`src/rtl/flash_query_pkg.sv`:
```
`timescale 1ns/1ps
package flash_query_pkg;

  typedef struct packed {
    logic       fire;
    logic       legal;
    logic       idMode;
    logic       byteModeBad;
    logic       repeatByte;
    logic [2:0] bankLog;
    logic [2:0] devLog;
    logic [2:0] accLog;
    logic [3:0] shift;
  } fq_strobe_t;

endpackage

```
`src/rtl/fq_ctrl.sv`:
```
`timescale 1ns/1ps
module fq_ctrl
  import flash_query_pkg::*;
#(
  parameter int CFG_W      = 4,
  parameter int DATA_BYTES = 4
) (
  input  logic             reqValid,
  input  logic             reqIdMode,
  input  logic [CFG_W-1:0] bankBytes,
  input  logic [CFG_W-1:0] devBytes,
  input  logic [CFG_W-1:0] maxDevBytes,
  input  logic [CFG_W-1:0] accBytes,
  output fq_strobe_t       ctl
);

  function automatic logic widthOk(input logic [CFG_W-1:0] v);
    widthOk = (v != '0) && ((v & (v - 1'b1)) == '0) && (int'(v) <= DATA_BYTES);
  endfunction

  function automatic logic [2:0] log2Of(input logic [CFG_W-1:0] v);
    log2Of = '0;
    for (int i = 0; i < CFG_W; i++)
      if (v[i]) log2Of = 3'(i);
  endfunction

  logic [2:0] maxLog;
  logic       allOk;

  always_comb begin
    maxLog = log2Of(maxDevBytes);
    allOk  = widthOk(bankBytes) && widthOk(devBytes) && widthOk(maxDevBytes)
          && widthOk(accBytes) && (devBytes <= bankBytes) && (devBytes <= maxDevBytes);

    ctl             = '0;
    ctl.fire        = reqValid;
    ctl.legal       = allOk;
    ctl.idMode      = reqIdMode;
    ctl.repeatByte  = (devBytes != maxDevBytes);
    ctl.byteModeBad = (devBytes != maxDevBytes) &&
                      !((devBytes == CFG_W'(1)) && (int'(bankBytes) <= 4));
    ctl.bankLog     = log2Of(bankBytes);
    ctl.devLog      = log2Of(devBytes);
    ctl.accLog      = log2Of(accBytes);
    ctl.shift       = 4'(ctl.bankLog) + 4'(maxLog) - 4'(ctl.devLog);
  end

endmodule

```
`src/rtl/fq_datapath.sv`:
```
`timescale 1ns/1ps
module fq_datapath
  import flash_query_pkg::*;
#(
  parameter int          OFS_W        = 16,
  parameter int          DATA_BYTES   = 4,
  parameter int          TABLE_BYTES  = 82,
  parameter int          BLOCKS       = 128,
  parameter int          SECTOR_BYTES = 131072,
  parameter logic [15:0] MFR_ID       = 16'hA25C,
  parameter logic [15:0] DEV_ID       = 16'h3E71
) (
  input  logic                    clk,
  input  logic                    rstN,
  input  fq_strobe_t              ctl,
  input  logic [OFS_W-1:0]        reqOffset,
  output logic                    rspValid,
  output logic [8*DATA_BYTES-1:0] rspData
);

  localparam int IDX_W        = OFS_W + 4;
  localparam int SIZE_LOG     = $clog2(BLOCKS) + $clog2(SECTOR_BYTES);
  localparam int BLK_M1       = BLOCKS - 1;
  localparam int SEC_DIV      = SECTOR_BYTES / 256;

  function automatic logic [7:0] qryTable(input logic [7:0] i);
    case (i)
      8'h10:   qryTable = 8'h51;
      8'h11:   qryTable = 8'h52;
      8'h12:   qryTable = 8'h59;
      8'h27:   qryTable = 8'(SIZE_LOG);
      8'h2D:   qryTable = 8'(BLK_M1);
      8'h2E:   qryTable = 8'(BLK_M1 >> 8);
      8'h2F:   qryTable = 8'(SEC_DIV);
      8'h30:   qryTable = 8'(SEC_DIV >> 8);
      default: qryTable = 8'h00;
    endcase
  endfunction

  function automatic logic [7:0] idByte(input logic [15:0] id, input logic [3:0] lane);
    idByte = (lane == 4'd0) ? id[7:0] : (lane == 4'd1) ? id[15:8] : 8'h00;
  endfunction

  logic [8*DATA_BYTES-1:0] nextData;

  for (genvar b = 0; b < DATA_BYTES; b++) begin : g_byte
    logic [IDX_W-1:0] sliceOfs;
    logic [IDX_W-1:0] idx;
    logic [3:0]       laneSel;
    logic [7:0]       tblByte;
    logic [7:0]       val;

    always_comb begin
      sliceOfs = IDX_W'(reqOffset) + ((IDX_W'(b) >> ctl.bankLog) << ctl.bankLog);
      idx      = sliceOfs >> ctl.shift;
      laneSel  = 4'(b) & ((4'd1 << ctl.devLog) - 4'd1);
      tblByte  = (idx < IDX_W'(TABLE_BYTES)) ? qryTable(idx[7:0]) : 8'h00;
      if (ctl.idMode) begin
        if (idx[7:0] == 8'd0)      val = idByte(MFR_ID, laneSel);
        else if (idx[7:0] == 8'd1) val = idByte(DEV_ID, laneSel);
        else                       val = 8'h00;
      end else if (ctl.byteModeBad) begin
        val = 8'h00;
      end else if (ctl.repeatByte) begin
        val = tblByte;
      end else begin
        val = (laneSel == 4'd0) ? tblByte : 8'h00;
      end
      if (!ctl.legal || (b >= (1 << ctl.accLog))) val = 8'h00;
    end

    assign nextData[8*b +: 8] = val;
  end

  always_ff @(posedge clk) begin
    if (!rstN) begin
      rspValid <= 1'b0;
      rspData  <= '0;
    end else begin
      rspValid <= ctl.fire;
      if (ctl.fire) rspData <= nextData;
    end
  end


  valid_follow_chk: assert property (@(posedge clk) disable iff (!rstN)
    ctl.fire |=> rspValid);


  idle_hold_chk: assert property (@(posedge clk) disable iff (!rstN)
    !ctl.fire |=> (!rspValid && $stable(rspData)));


  illegal_zero_chk: assert property (@(posedge clk) disable iff (!rstN)
    (ctl.fire && !ctl.legal) |=> (rspData == '0));


  acc_mask_chk: assert property (@(posedge clk) disable iff (!rstN)
    (ctl.fire && ctl.accLog == 3'd0) |=> (rspData[8*DATA_BYTES-1:8] == '0));

endmodule

```
`src/rtl/flash_query_resp.sv`:
```
`timescale 1ns/1ps
module flash_query_resp
  import flash_query_pkg::*;
#(
  parameter int          OFS_W        = 16,
  parameter int          CFG_W        = 4,
  parameter int          DATA_BYTES   = 4,
  parameter int          TABLE_BYTES  = 82,
  parameter int          BLOCKS       = 128,
  parameter int          SECTOR_BYTES = 131072,
  parameter logic [15:0] MFR_ID       = 16'hA25C,
  parameter logic [15:0] DEV_ID       = 16'h3E71
) (
  input  logic                    clk,
  input  logic                    rstN,
  input  logic                    reqValid,
  input  logic                    reqIdMode,
  input  logic [OFS_W-1:0]        reqOffset,
  input  logic [CFG_W-1:0]        bankBytes,
  input  logic [CFG_W-1:0]        devBytes,
  input  logic [CFG_W-1:0]        maxDevBytes,
  input  logic [CFG_W-1:0]        accBytes,
  output logic                    rspValid,
  output logic [8*DATA_BYTES-1:0] rspData
);

  fq_strobe_t ctl;

  fq_ctrl #(.CFG_W(CFG_W), .DATA_BYTES(DATA_BYTES)) uCtrl (
    .reqValid    (reqValid),
    .reqIdMode   (reqIdMode),
    .bankBytes   (bankBytes),
    .devBytes    (devBytes),
    .maxDevBytes (maxDevBytes),
    .accBytes    (accBytes),
    .ctl         (ctl)
  );

  fq_datapath #(
    .OFS_W(OFS_W), .DATA_BYTES(DATA_BYTES), .TABLE_BYTES(TABLE_BYTES),
    .BLOCKS(BLOCKS), .SECTOR_BYTES(SECTOR_BYTES), .MFR_ID(MFR_ID), .DEV_ID(DEV_ID)
  ) uData (
    .clk       (clk),
    .rstN      (rstN),
    .ctl       (ctl),
    .reqOffset (reqOffset),
    .rspValid  (rspValid),
    .rspData   (rspData)
  );

endmodule

```
`config.mk`:
```
export PLATFORM = sky130hd
export DESIGN_NAME = flash_query_resp
export DESIGN_NICKNAME = d
export VERILOG_FILES = /design/src/rtl/flash_query_pkg.sv /design/src/rtl/fq_ctrl.sv /design/src/rtl/fq_datapath.sv /design/src/rtl/flash_query_resp.sv
export SDC_FILE = /design/constraint.sdc
export NUM_CORES = 1
export LEC_CHECK = 0
export BUFFER_PORTS_ARGS = -buffer_cell sky130_fd_sc_hd__buf_2
export CORE_MARGIN = 1
export CORE_UTILIZATION = 57
export DETAILED_ROUTE_END_ITERATION = 10
export GPL_TIMING_DRIVEN = 0
export PLACE_DENSITY = 0.8
export SLEW_MARGIN = 20
export SYNTH_ARGS = -nofsm -noshare
export SYNTH_HDL_FRONTEND = slang
export SYNTH_SLANG_ARGS = --single-unit
```
`constraint.sdc`:
```
create_clock -name clk -period 4.45 [get_ports clk]
set_input_delay 0.2225 -clock clk [delete_from_list [all_inputs] [get_ports clk]]
set_output_delay 0.2225 -clock clk [all_outputs]
set_load 0.02 [all_outputs]
```
==> results.sh <==
export IMPL_die_h_microns=118
export IMPL_drtAntennaViolNets=0
export IMPL_clock_power_share=0.091
export IMPL_finalNonFillerCells=1390
export IMPL_die_w_microns=118
export IMPL_critPathBufInv=9
export IMPL_outcome="finished with violations"
export IMPL_cts_root_buf="clkbuf_16"
export IMPL_synth_xor_area_share=0.0433
export IMPL_antenna_cells=0
export IMPL_slowest_delay_ns=0.61
export IMPL_cts_buffers=5
export IMPL_hpwl_microns=28000
export IMPL_tritoncts="yes"
export IMPL_synth_seq_cells=31
export IMPL_ys_flop_type="dfxtp_1"
export IMPL_synth_area_leader_cell="dfxtp_1"
export IMPL_synth_cell_area_sq_um=7690
export IMPL_cp_cell_sequence="buf_2 -> inv_1 -> o21ai_4 -> ha_4 -> inv_4 -> fa_1 -> inv_2 -> fa_2 -> buf_8 -> inv_1 -> buf_8 -> nand2_8 -> buf_12 -> nor4_4 -> a211oi_2 -> a221oi_2 -> buf_4 -> a211oi_4 -> and4_4 -> nand3_4 -> o31ai_4 -> o21ai_1 -> a221oi_1"
export IMPL_ir_worst_vdd_uv=197
export IMPL_required_ns=4.64
export IMPL_vias=11100
export IMPL_yosysWarnings=0
export IMPL_gr_total_overflow=0
export IMPL_antenna_found_initial=0
export IMPL_h_tree_depth=2
export IMPL_synth_edf_count=0
export IMPL_num_rows=42
export IMPL_drv_slew=0
export IMPL_ys_async_sr_fraction=0
export IMPL_power_frac_comb=0.841
export IMPL_grt_start_max_net_pins=12
export IMPL_syn_inst=1100
export IMPL_ctsLongestPathBuffers=2
export IMPL_cp_start_kind="input pin"
export IMPL_hold_viol_final=0
export IMPL_synth_top_family_by_area="compound AO/OA/AOI/OAI gates"
export IMPL_wl_per_cell_microns=28.6
export IMPL_synth_top_area_frac=0.0807
export IMPL_synth_cell_types=97
export IMPL_swShare=0.553
export IMPL_wl_microns=39700
export IMPL_area_delta_synth_final_pct=28.4
export IMPL_finalCritPeriodShare=1.02
export IMPL_leakage_nw=3.65
export IMPL_cts_clk_slew_worst_paths_ns=0.06
export IMPL_layout_drive_gt1_share=0.281
export IMPL_worst_slack_ns=-0.0823
export IMPL_finalSetupViolCount=9
export IMPL_vias_per_cell=8.01
export IMPL_maxCapViolCount=0
export IMPL_yosys_top_cells_count="109 x nand2_1, 87 x nor2_1, 76 x a21oi_1"
export IMPL_grt_usage=0.524
export IMPL_synth_area_leaders="dfxtp_1 8.1%, mux4_2 6.1%, nand2_1 5.3%"
export IMPL_yosys_area_share_simple=0.296
export IMPL_avgSynthCellArea_sq_um=6.99
export IMPL_start_util=0.583
export IMPL_internal_power_mw=1.82
export IMPL_fin_util=0.749
export IMPL_critPathArrivalTime_ns=4.72
export IMPL_grt_pass1_vias=9950
export IMPL_violations="negative setup slack"
export IMPL_drc=0
export IMPL_grt_pass1_wl_microns=56600
export IMPL_hp_class="input pin to flip-flop"
export IMPL_drtIter0Drc=2059
export IMPL_max_freq_mhz=221
export IMPL_die_area_sq_um=14000
export IMPL_clk_latency_ns=0.28
export IMPL_rsz0062_at_grt="true"
export IMPL_min_period_ns=4.53
export IMPL_worstMarginPinSlew_ns=0.942
export IMPL_crit_path_end_kind="flip-flop"
export IMPL_relSlewSlack=0.368
export IMPL_nNetsFinal=1275
export IMPL_clock_sinks=31
export IMPL_muxShareOfSynthArea=0.105
export IMPL_place_gp_congestion=1.15
export IMPL_dp_cells=1344
export IMPL_drtPass1Iterations=8
export IMPL_tns_ns=-0.263
export IMPL_synth_adder_area_share=0.0472
export IMPL_power_switching_mw=2.25
export IMPL_synth_most_common_cell="nand2_1"
export IMPL_crit_family="compound AO/OA/AOI/OAI gates"
export IMPL_finalClockSkew_ns=0
export IMPL_ios=69
export IMPL_numPortBuffers=59
export IMPL_seq_area_frac_synth=0.0807
export IMPL_critPathMaxFanout=10
export IMPL_power_frac_seq=0.068
export IMPL_slowest_stage="fa_2"
export IMPL_crit_type="input pin to flip-flop"
export IMPL_core_area_sq_um=13200
export IMPL_power_density_nw_per_um2=413
export IMPL_fin_worst_hold_slack_ns=0.345
export IMPL_synth_compound_area_frac=0.363
## layout make-up
cell class | count | area (sq um)
Buffer | 82 | 593
Clock buffer | 7 | 153
Clock inverter | 1 | 7.51
Fill cell | 1028 | 3310
Inverter | 31 | 124
Multi-Input combinational cell | 962 | 7470
Sequential cell | 31 | 621
Tap cell | 176 | 220
Timing Repair Buffer | 100 | 687
## per-stage QoR
step                      cell area (sq um)  total power, mW  setup slack (ns)
after detailed placement               8260             2.65             -1.56
after global routing                   9880             4.16            -0.189
after floorplan                        7730             1.94           -0.0200
after CTS                              9040             3.35           -0.0318
final                                  9880             4.08           -0.0823
after global placement                 8250             2.64             -1.46
## registers in the layout, indices dropped and copies added (netlist names)
name and cells:
uData.rspData 30, uData.rspValid 1
## power groups by stage
stage          sequential [mW]  clock (mW)  combinational [mW]
2_1_floorplan            0.285           0                1.66
4_1_cts                  0.278       0.362                2.71
6_report                 0.278       0.371                3.43
3_3_place_gp             0.284           0                2.35
3_5_place_dp             0.284           0                2.36
5_1_grt                  0.278       0.375                3.51
## layout by cell type, fill, tap and decap left out, types with 25 or more instances in the layout
cell type / count
buf_4: 52
xnor2_1: 25
nor2_1: 77
buf_2: 68
a21oi_1: 68
o21ai_0: 45
clkbuf_1: 26
dfxtp_1: 31
nor3_1: 27
nand3_1: 53
nand2_1: 105
## worst paths after layout
| check | start | end | slack, ns | cells past startpoint |
|---|---|---|---|---|
| hold / removal | rstN | uData.rspData[14] | 0.34 | 2 |
| setup reg to reg | uData.rspData[8] | uData.rspData[8] | 3.42 | 4 |
| hold reg to reg | uData.rspData[26] | uData.rspData[26] | 0.44 | 2 |
| setup / recovery | maxDevBytes[3] | uData.rspData[20] | -0.08 | 23 |
## timing repair
item / 4_1_cts / 5_1_grt
gates resized for setup: 128 / 150
setup endpoints to repair: 30 / 30
setup buffers: 13 / 26
gates cloned: 1 / 1
pin swaps: 18 / 33
hold buffers: 0 / 0
## layer usage
metal	share of wire	GRT usage	wire (microns)
met2	0.41	0.781	16200
met4	0.11	0.412	4390
met5	0	0	0
met3	0.15	0.174	6060
met1	0.33	0.618	13100
## worst reg2reg max path: cells and delay by family (launching register included)
kind / cells / cell delay [ns]
AO/OA/AOI/OAI: 1 / 0.11
AND/OR/NAND/NOR: 3 / 0.50
flip-flops: 1 / 0.32
## logic make-up after synthesis
| family | Yosys count |
|---|---|
| multiplexers | 53 |
| flip-flops | 31 |
| other | 2 |
| adder cells (fa/ha/maj) | 26 |
| XOR/XNOR | 38 |
| AND/OR/NAND/NOR | 441 |
| AO/OA/AOI/OAI | 393 |
| buffers and inverters | 116 |
Note: power is estimated with default switching activity, not from simulation.
